==> config.mk <==
export PLATFORM = sky130hd
export DESIGN_NAME = rst_seq_ctrl
export DESIGN_NICKNAME = d
export VERILOG_FILES = /design/src/rtl/rsq_pkg.sv /design/src/rtl/rsq_sync.sv /design/src/rtl/rsq_pin_filter.sv /design/src/rtl/rsq_release_seq.sv /design/src/rtl/rst_seq_ctrl.sv
export SDC_FILE = /design/constraint.sdc
export NUM_CORES = 1
export LEC_CHECK = 0
export ABC_AREA = 1
export BUFFER_PORTS_ARGS = -buffer_cell sky130_fd_sc_hd__buf_2
export CAP_MARGIN = 10
export CORE_MARGIN = 5
export CORE_UTILIZATION = 56
export CTS_CLUSTER_DIAMETER = 80
export DETAILED_ROUTE_END_ITERATION = 6
export GPL_TIMING_DRIVEN = 0
export PLACE_DENSITY = 0.76
export SYNTH_ARGS = -nofsm -noshare
export SYNTH_HDL_FRONTEND = slang
export SYNTH_SLANG_ARGS = --single-unit
export TNS_END_PERCENT = 20
==> constraint.sdc <==
create_clock -name clk_osc -period 1.45 [get_ports clk_osc]
set_input_delay 0.0725 -clock clk_osc [delete_from_list [all_inputs] [get_ports clk_osc]]
set_output_delay 0.0725 -clock clk_osc [all_outputs]
set_load 0.05 [all_outputs]
==> src/rtl/rsq_pkg.sv <==
package rsq_pkg;

  typedef enum logic [1:0] {
    CAUSE_POR  = 2'b00,
    CAUSE_PIN  = 2'b01,
    CAUSE_WDOG = 2'b10
  } cause_e;

  typedef enum logic [1:0] {
    SQ_HOLD  = 2'b00,
    SQ_COUNT = 2'b01,
    SQ_RUN   = 2'b10
  } seq_e;

endpackage

==> src/rtl/rsq_sync.sv <==
module rsq_sync #(
  parameter int   STAGES  = 2,
  parameter logic RST_VAL = 1'b1
) (
  input  logic clk,
  input  logic arst_n,
  input  logic d,
  output logic q
);

  logic [STAGES-1:0] chain;

  generate
    if (STAGES > 1) begin : g_multi
      always_ff @(posedge clk or negedge arst_n) begin
        if (!arst_n) chain <= {STAGES{RST_VAL}};
        else         chain <= {chain[STAGES-2:0], d};
      end
    end else begin : g_single
      always_ff @(posedge clk or negedge arst_n) begin
        if (!arst_n) chain <= RST_VAL;
        else         chain <= d;
      end
    end
  endgenerate

  assign q = chain[STAGES-1];

endmodule

==> src/rtl/rsq_pin_filter.sv <==
module rsq_pin_filter #(
  parameter int GLITCH_CYC = 13,
  parameter int ACCEPT_CYC = 5000,
  parameter int QUAL_CYC   = 1000
) (
  input  logic clk,
  input  logic arst_n,
  input  logic pin_s,
  output logic pin_hold
);

  localparam int LW = $clog2(ACCEPT_CYC + 1);
  localparam int HW = $clog2(GLITCH_CYC + 1);
  localparam int QW = $clog2(QUAL_CYC + 1);
  localparam int RW = $clog2(QUAL_CYC + 2);

  logic [LW-1:0] lo_cnt;
  logic [HW-1:0] hi_cnt;
  logic [QW-1:0] q_cnt;
  logic          hold_q;

  always_ff @(posedge clk or negedge arst_n) begin
    if (!arst_n) begin
      lo_cnt <= '0;
      hi_cnt <= '0;
      q_cnt  <= '0;
      hold_q <= 1'b0;
    end else if (!hold_q) begin
      q_cnt <= '0;
      if (!pin_s) begin
        hi_cnt <= '0;
        if (lo_cnt == LW'(ACCEPT_CYC - 1)) begin
          hold_q <= 1'b1;
          lo_cnt <= '0;
        end else begin
          lo_cnt <= lo_cnt + LW'(1);
        end
      end else if (hi_cnt >= HW'(GLITCH_CYC - 1)) begin
        lo_cnt <= '0;
      end else begin
        hi_cnt <= hi_cnt + HW'(1);
      end
    end else begin
      lo_cnt <= '0;
      hi_cnt <= '0;
      if (!pin_s) begin
        q_cnt <= '0;
      end else if (q_cnt == QW'(QUAL_CYC - 1)) begin
        hold_q <= 1'b0;
        q_cnt  <= '0;
      end else begin
        q_cnt <= q_cnt + QW'(1);
      end
    end
  end

  assign pin_hold = hold_q;

  // independent run length of consecutive high samples, for checking only
  logic [RW-1:0] hi_run;
  always_ff @(posedge clk or negedge arst_n) begin
    if (!arst_n)                         hi_run <= '0;
    else if (!pin_s)                     hi_run <= '0;
    else if (hi_run != RW'(QUAL_CYC + 1)) hi_run <= hi_run + RW'(1);
  end


  accept_low_chk: assert property (@(posedge clk) disable iff (!arst_n)
    $rose(hold_q) |-> $past(!pin_s));


  qual_release_chk: assert property (@(posedge clk) disable iff (!arst_n)
    $fell(hold_q) |-> (hi_run >= RW'(QUAL_CYC)));

endmodule

==> src/rtl/rsq_release_seq.sv <==
module rsq_release_seq
  import rsq_pkg::*;
#(
  parameter int RELEASE_CYC = 20479
) (
  input  logic   clk,
  input  logic   arst_n,
  input  logic   pin_hold,
  input  logic   wdog_req,
  output logic   core_rst_n,
  output cause_e cause,
  output logic   boot_go
);

  localparam int CW = $clog2(RELEASE_CYC + 1);
  localparam int SW = $clog2(RELEASE_CYC + 2);

  seq_e          state;
  logic [CW-1:0] cnt;
  logic          rst_q;
  logic          boot_q;
  cause_e        cause_q;
  logic          src;

  assign src = pin_hold | wdog_req;

  always_ff @(posedge clk or negedge arst_n) begin
    if (!arst_n) begin
      state   <= SQ_HOLD;
      cnt     <= '0;
      rst_q   <= 1'b0;
      boot_q  <= 1'b0;
      cause_q <= CAUSE_POR;
    end else begin
      boot_q <= 1'b0;
      if (src) begin
        state   <= SQ_HOLD;
        cnt     <= '0;
        rst_q   <= 1'b0;
        cause_q <= pin_hold ? CAUSE_PIN : CAUSE_WDOG;
      end else begin
        case (state)
          SQ_HOLD: begin
            state <= SQ_COUNT;
            cnt   <= '0;
          end
          SQ_COUNT: begin
            if (cnt == CW'(RELEASE_CYC - 1)) begin
              state  <= SQ_RUN;
              rst_q  <= 1'b1;
              boot_q <= 1'b1;
            end else begin
              cnt <= cnt + CW'(1);
            end
          end
          SQ_RUN: state <= SQ_RUN;
          default: begin
            state <= SQ_HOLD;
            rst_q <= 1'b0;
          end
        endcase
      end
    end
  end

  assign core_rst_n = rst_q;
  assign cause      = cause_q;
  assign boot_go    = boot_q;

  // count of consecutive quiet cycles, for checking only
  logic [SW-1:0] quiet_run;
  always_ff @(posedge clk or negedge arst_n) begin
    if (!arst_n)                               quiet_run <= '0;
    else if (src)                              quiet_run <= '0;
    else if (quiet_run != SW'(RELEASE_CYC + 1)) quiet_run <= quiet_run + SW'(1);
  end


  release_len_chk: assert property (@(posedge clk) disable iff (!arst_n)
    $rose(core_rst_n) |-> (quiet_run == SW'(RELEASE_CYC + 1)));


  src_holds_chk: assert property (@(posedge clk) disable iff (!arst_n)
    src |=> !core_rst_n);


  pin_wins_chk: assert property (@(posedge clk) disable iff (!arst_n)
    pin_hold |=> (cause == CAUSE_PIN));


  wdog_cause_chk: assert property (@(posedge clk) disable iff (!arst_n)
    (wdog_req && !pin_hold) |=> (cause == CAUSE_WDOG));


  boot_single_chk: assert property (@(posedge clk) disable iff (!arst_n)
    boot_go |=> !boot_go);


  boot_on_release_chk: assert property (@(posedge clk) disable iff (!arst_n)
    $rose(core_rst_n) |-> boot_go);


  boot_in_run_chk: assert property (@(posedge clk) disable iff (!arst_n)
    boot_go |-> core_rst_n);

endmodule

==> src/rtl/rst_seq_ctrl.sv <==
module rst_seq_ctrl
  import rsq_pkg::*;
#(
  parameter int SYNC_STAGES = 2,
  parameter int GLITCH_CYC  = 13,
  parameter int ACCEPT_CYC  = 5000,
  parameter int QUAL_CYC    = 1000,
  parameter int RELEASE_CYC = 20479
) (
  input  logic       clk_osc,
  input  logic       por_n,
  input  logic       pin_rst_n,
  input  logic       wdog_req,
  output logic       core_rst_n,
  output logic [1:0] rst_cause,
  output logic       boot_go
);

  logic   pin_s;
  logic   pin_hold;
  cause_e cause_w;

  rsq_sync #(
    .STAGES  (SYNC_STAGES),
    .RST_VAL (1'b1)
  ) u_sync (
    .clk    (clk_osc),
    .arst_n (por_n),
    .d      (pin_rst_n),
    .q      (pin_s)
  );

  rsq_pin_filter #(
    .GLITCH_CYC (GLITCH_CYC),
    .ACCEPT_CYC (ACCEPT_CYC),
    .QUAL_CYC   (QUAL_CYC)
  ) u_filter (
    .clk      (clk_osc),
    .arst_n   (por_n),
    .pin_s    (pin_s),
    .pin_hold (pin_hold)
  );

  rsq_release_seq #(
    .RELEASE_CYC (RELEASE_CYC)
  ) u_seq (
    .clk        (clk_osc),
    .arst_n     (por_n),
    .pin_hold   (pin_hold),
    .wdog_req   (wdog_req),
    .core_rst_n (core_rst_n),
    .cause      (cause_w),
    .boot_go    (boot_go)
  );

  assign rst_cause = cause_w;

endmodule

== Word level (Yosys, flattened, before mapping) ==
Cells that the tools add are included.
Widths: inputs -> output; s select.

* Register bits: 51
* Input bits: 4
* Output and inout bits: 4
* Logic and storage cells: 59

* Add/sub/neg operators: 4
* $lt $le $gt $ge: 1
* Equality and inequality tests: 10
* Muxes and demuxes: 28
* Bitwise gates (word level): 1
* Reductions and logical operators: 5

{| class="wikitable"
|+ Operators with widths
! operator !! count
|-
| $mux 13 || 4
|-
| $mux 10 || 3
|-
| $mux 15 || 2
|-
| $pmux 15 s2 || 1
|-
| $add 15x1->15 const B || 1
|-
| $eq 15x15->1 const B || 1
|-
| $add 13x1->13 const B || 1
|-
| $eq 13x13->1 const B || 1
|-
| $mux 4 || 3
|-
| $add 10x1->10 const B || 1
|-
| $eq 10x10->1 const B || 1
|-
| $mux 1 || 10
|-
| $mux 2 || 3
|-
| $ne 3x1->1 const B || 2
|-
| $ne 3x2->1 const B || 2
|-
| $pmux 2 s3 || 1
|-
| $add 4x1->4 const B || 1
|-
| $ge 4x4->1 const B || 1
|-
| $reduce_and 2->1 || 2
|-
| $reduce_bool 3->1 || 1
|-
| $eq 2x1->1 const B || 1
|-
| $eq 2x2->1 const B || 1
|-
| $logic_not 2->1 || 1
|-
| $ne 2x1->1 const B || 1
|-
| 3 further kinds || 3
|}

== Depth between registers and ports, before layout ==
* Depth in word-level cells: 4
* Depth in mapped cells: 11
* Depth with buffers taken out: 11

== By module ==
A second synthesis with hierarchy kept.

* Cell total of the unflattened synthesis: 399
* Area, all modules: 3004.1 µm²

{| class="wikitable"
|+ Modules (own cells, without submodules)
! module !! instances !! cells each !! area each (µm²) !! seq. area each (µm²)
|-
| rsq_pin_filter || 1 || 208 || 1542.7 || 700.7
|-
| rsq_release_seq || 1 || 189 || 1408.9 || 525.5
|-
| rsq_sync || 1 || 2 || 52.6 || 52.6
|}

== Worst setup path before layout ==
Ideal clock, no wire load.

* Kind: register -> register
* Start point: reg u_seq.state[1]
* End point: reg u_seq.cnt[2]
* Setup time: 126 ps
* Arrival time: 1409 ps
* Data required time: 1324 ps
* Setup slack: -85 ps
* Cell stages (with the launch flop): 10
* Path buffers: 2
* Period minus slack after synthesis: 1535 ps
* Cell sequence: dfrtp_1 > inv_1 > ha_1 > buf_6 > inv_1 > nor2_1 > nand2_2 > nand2_4 > buf_6 > o21ai_0

* Cells in the longest elaborated chain, start to end: 3
* Elaborated cells between the ends (all ways): 7
* Those cells by class: eq/ne: 2; mux: 2; reduce/logical: 3

{| class="wikitable"
|+ Ends and longest elaborated chain
! element !! RTL line !! source
|-
| start, declared || rsq_release_seq.sv:18 || <nowiki>seq_e state;</nowiki>
|-
| start signal, assigned || rsq_release_seq.sv:29 || <nowiki>state <= SQ_HOLD;</nowiki>
|-
| start signal, assigned || rsq_release_seq.sv:37 || <nowiki>state <= SQ_HOLD;</nowiki>
|-
| start signal, assigned || rsq_release_seq.sv:44 || <nowiki>state <= SQ_COUNT;</nowiki>
|-
| $eq 2x1->1 or $logic_not 2->1 (tied branches) || rsq_release_seq.sv:42 || <nowiki>case (state)</nowiki>
|-
| $pmux 15 s2 (tied with other cells) || rsq_release_seq.sv:42 ||
|-
| $mux 15 or $reduce_and 2->1 (tied branches) || n/a ||
|-
| end signal, assigned || rsq_release_seq.sv:53 || <nowiki>cnt <= cnt + CW'(1);</nowiki>
|-
| end, declared || rsq_release_seq.sv:19 || <nowiki>logic [CW-1:0] cnt;</nowiki>
|}

Parallel ways exist; a longest one is shown, timed or not.
A chain may end at the register's enable or synchronous reset.

== Final worst setup path ==
* Start point: reg u_seq.cnt[8]
* End point: reg u_seq.cnt[9]

* Cells in the longest elaborated chain, start to end: 4
* Elaborated cells between the ends (all ways): 7
* Those cells by class: add/sub: 1; eq/ne: 2; mux: 3; reduce/logical: 1

{| class="wikitable"
|+ Ends and longest elaborated chain
! element !! RTL line !! source
|-
| $add 15x1->15 || rsq_release_seq.sv:53 ||
|-
| $mux 15 || rsq_release_seq.sv:48 || <nowiki>if (cnt == CW'(RELEASE_CYC - 1)) begin</nowiki>
|-
| $pmux 15 s2 || rsq_release_seq.sv:42 ||
|-
| $mux 15 || rsq_release_seq.sv:36 || <nowiki>if (src) begin</nowiki>
|}

Parallel ways exist; a longest one is shown, timed or not. The select of a mux whose other input is x is not followed.

==> reports/metrics.yaml <==
synth:
  synthDistinctLibCells: 28
  synth_adder_area_share_pct: 3.620
  synth_area_um2: 2765
  post_synth_xor_area_fraction_pct: 3.167
  portion_of_the_post_synthesis_area_used_by_sequential_elements_pct: 46.24
  synth_warnings: 0
  syn_inst: 357
  syn-mean-instance-area_um2: 7.746
  synth_nets: 369
  synth_mux_area_share_pct: 0
  synth_area_in_compound_gates_pct: 6.516
  synth-simple-area-share_pct: 33.67
  largest_family_of_logic_cells_by_synthesized_area: "simple AND/OR/NAND/NOR gates"
  synth.ff_latch_count: 51
clock_tree:
  clk-insertion-delay-late_ns: 0.31
  tritoncts.num_buffers: 5
  clock_tree.buffer_depth: 2
  path_clk_slew_ns: 0.10
  clock_sink_count: 51
  tritoncts: "done"
  clockRootBuffer: "clkbuf_8"
  clock_tree.htree_level_count: 2
finish:
  seq_area_um2: 1287
  area.growth.synth_to_final_pct: 30.50
  final_net_count: 423
  drive_gt1_share_pct: 29.85
  mostFrequentLayoutCells: "74 x nand2_1, 45 x nor2_1, 42 x dfrtp_1"
  antennaDiodeCount: 0
  layout.cell_area.non_filler_um2: 3608
  multi_input_area_um2: 1546
  nFillCells: 319
  mostFrequentLayoutCell: "nand2_1"
grt:
  overflow: 0
  grt_antenna_before_repair: 0
  largest_net_degree_at_the_start_of_global_routing: 52
  grt_first_pass_wirelength_um: 11600
  grt_util_all_layers_pct: 22.84
  via_count_of_the_first_global_routing_pass: 2523
placed_design:
  post_place_cell_area_um2: 2892
  detailed_placement_hpwl_um: 3893
  port_buffers: 7
  gp_congestion: 0.9292
floorplan:
  i_o_pin_count: 8
  floorplan.die_area_um2: 6443
  fp-row-count: 25
  initial_util_pct: 58.16
  die-width_um: 80.27
  die_h_um: 80.27
  core_area_um2: 4755
critical_path:
  critical_path.startpoint_type: "flip-flop"
  reg2reg_setup_slack_ns: -0.20
  critical_path_peak_fanout: 4
  path_class: "reg -> reg"
  timing.critical_path.to_type: "flip-flop"
  worst_ep_arrival_time_ns: 1.90
  worst_ep_required_time_ns: 1.70
sta:
  fmax_mhz: 607.0
  timing_max_transition_violations_final: 0
  rsz0062_at_grt: "true"
  timing_worst_slew_pin_value_ns: 0.3284
  setup-violations-final: 18
  timing.final.crit_share_pct: 113.6
  aggregate_negative_setup_slack_ns: -2.595
  timing.clock.skew_ns: 0.009228
  hold_violations: 0
  final_period_minus_worst_setup_slack_ns: 1.647
  timing.slew.headroom_pct: 78.02
  timing.final.ws_setup_ns: -0.1975
power_and_ir_drop:
  power-per-cell-area_nw_per_um2: 1063
  total_power_w: 0.003837
  worst_ir_drop_vdd_v: 0.001085
  p_leak_nw: 1.672
status:
  run_status: "finished, violations left"
  failed_checks: "setup timing"
detailed_routing:
  drt_first_pass_iters: 5
  ant_nets: 0
  routed_wl_um: 8258
  detailedRoute.firstIterationViolations: 249
  vias_per_cell: 5.791
  num_vias: 2774
  drc_errors: 0
  wl_per_cell_um: 17.24
min_path:
  timing.hold.worst.class: "in -> reg"
job:
  max_cap_viol_count: 0
## registers in the layout, indices dropped and copies added (netlist names)
signal	count
u_filter.hi_cnt	4
u_filter.lo_cnt	13
u_filter.pin_hold	1
u_filter.q_cnt	10
u_seq.boot_go	1
u_seq.cause	2
u_seq.cnt	15
u_seq.core_rst_n	1
u_seq.state	2
u_sync.chain	2
## through the flow
stage	util (%)	setup WS [ns]	instances	hold slack [ns]
detailed placement	60.82	-0.3412	431	0.1845
global route	75.89	-0.3035	479	0.007260
CTS	68.26	-0.04392	460	0.008698
floorplan	-	-0.03252	357	-0.2231
global placement	60.82	-0.3053	431	0.1779
finish	75.89	-0.1975	479	0.01810
## worst max-delay path, cell delays in order, from the launching register on
cell     delay, ns
dfrtp_1       0.39
buf_4         0.15
nand2_1       0.09
nor2_2        0.24
nand3_1       0.15
nand2_1       0.13
nand2_1       0.11
nor2_1        0.12
nand3_1       0.12
nand2_2       0.09
## timing repair
action | CTS | global route
gates cloned | 1 | 0
setup endpoints to repair | 33 | 37
resized for setup | 34 | 59
endpoints found under the hold margin | 13 | 0
hold buffers | 2 | 0
pin swaps | 8 | 19
buffers inserted | 18 | 19
## synth_stat cells
master,count,share of area (%)
nor2_4,2,0.81
a21o_1,1,0.27
nand3_1,33,6.0
buf_2,3,0.54
buf_6,2,0.81
o21ai_2,1,0.32
inv_1,39,5.3
or2_2,2,0.45
inv_2,1,0.14
nor2_2,2,0.45
dfstp_2,2,1.9
o21a_1,1,0.27
ha_1,8,3.6
o21ai_0,20,3.6
nand2_1,87,12
nand2_4,2,0.81
nor3b_1,2,0.54
nor3_1,10,1.8
nor2_1,51,6.9
xor2_1,8,2.5
xnor2_1,2,0.63
nand2_2,3,0.68
a31oi_1,1,0.23
dfrtp_1,49,44
nand4_1,14,3.2
and3_1,1,0.23
a21oi_1,9,1.6
o21ai_1,1,0.18
## report_power, final
part           total, W  internal, W  leakage [nW]  switching (W)
registers       0.00162      0.00152         0.680       0.000104
clock network  0.000862     0.000346        0.0408       0.000515
logic           0.00135     0.000635         0.951       0.000716
total           0.00384      0.00250          1.67        0.00134
## metal layers
layer / share of wire (%) / global-route usage (%) / vias up / wire [µm]
met5: 0 / 0 / - / 0
li1: - / - / 1267 / -
met1: 37 / 27.85 / 1292 / 3036
met2: 50 / 38.74 / 159 / 4142
met4: 5.9 / 10.64 / 0 / 486
met3: 7.2 / 4.372 / 56 / 592
## worst paths after layout
path                                  from                  to  cells past startpoint
max                           u_seq.cnt[8]        u_seq.cnt[9]                      9
min                               wdog_req      u_seq.cause[1]                      3
max reg2reg                   u_seq.cnt[8]        u_seq.cnt[9]                      9
min reg2reg                u_sync.chain[0]     u_sync.chain[1]                      0
max in group asynchronous            por_n     u_sync.chain[0]                      3
min in group asynchronous            por_n  u_filter.hi_cnt[2]                      2
## final cells by class
cell class,instances,share of cell area [%]
Multi-Input combinational cell,261,42.86
Sequential cell,51,35.68
Timing Repair Buffer,48,11.06
Inverter,40,4.334
Tap cell,67,2.323
Clock buffer,5,1.907
Buffer,4,1.179
Clock inverter,3,0.6588
## cell families after synthesis
group,Yosys count
xor gates and xnor gates,10
adders and majority gates,8
DFF,51
buffers and inverters,45
AOI/OAI and AO/OA,34
and+or+nand+nor,209
Power figures use the tool's default switching activity.
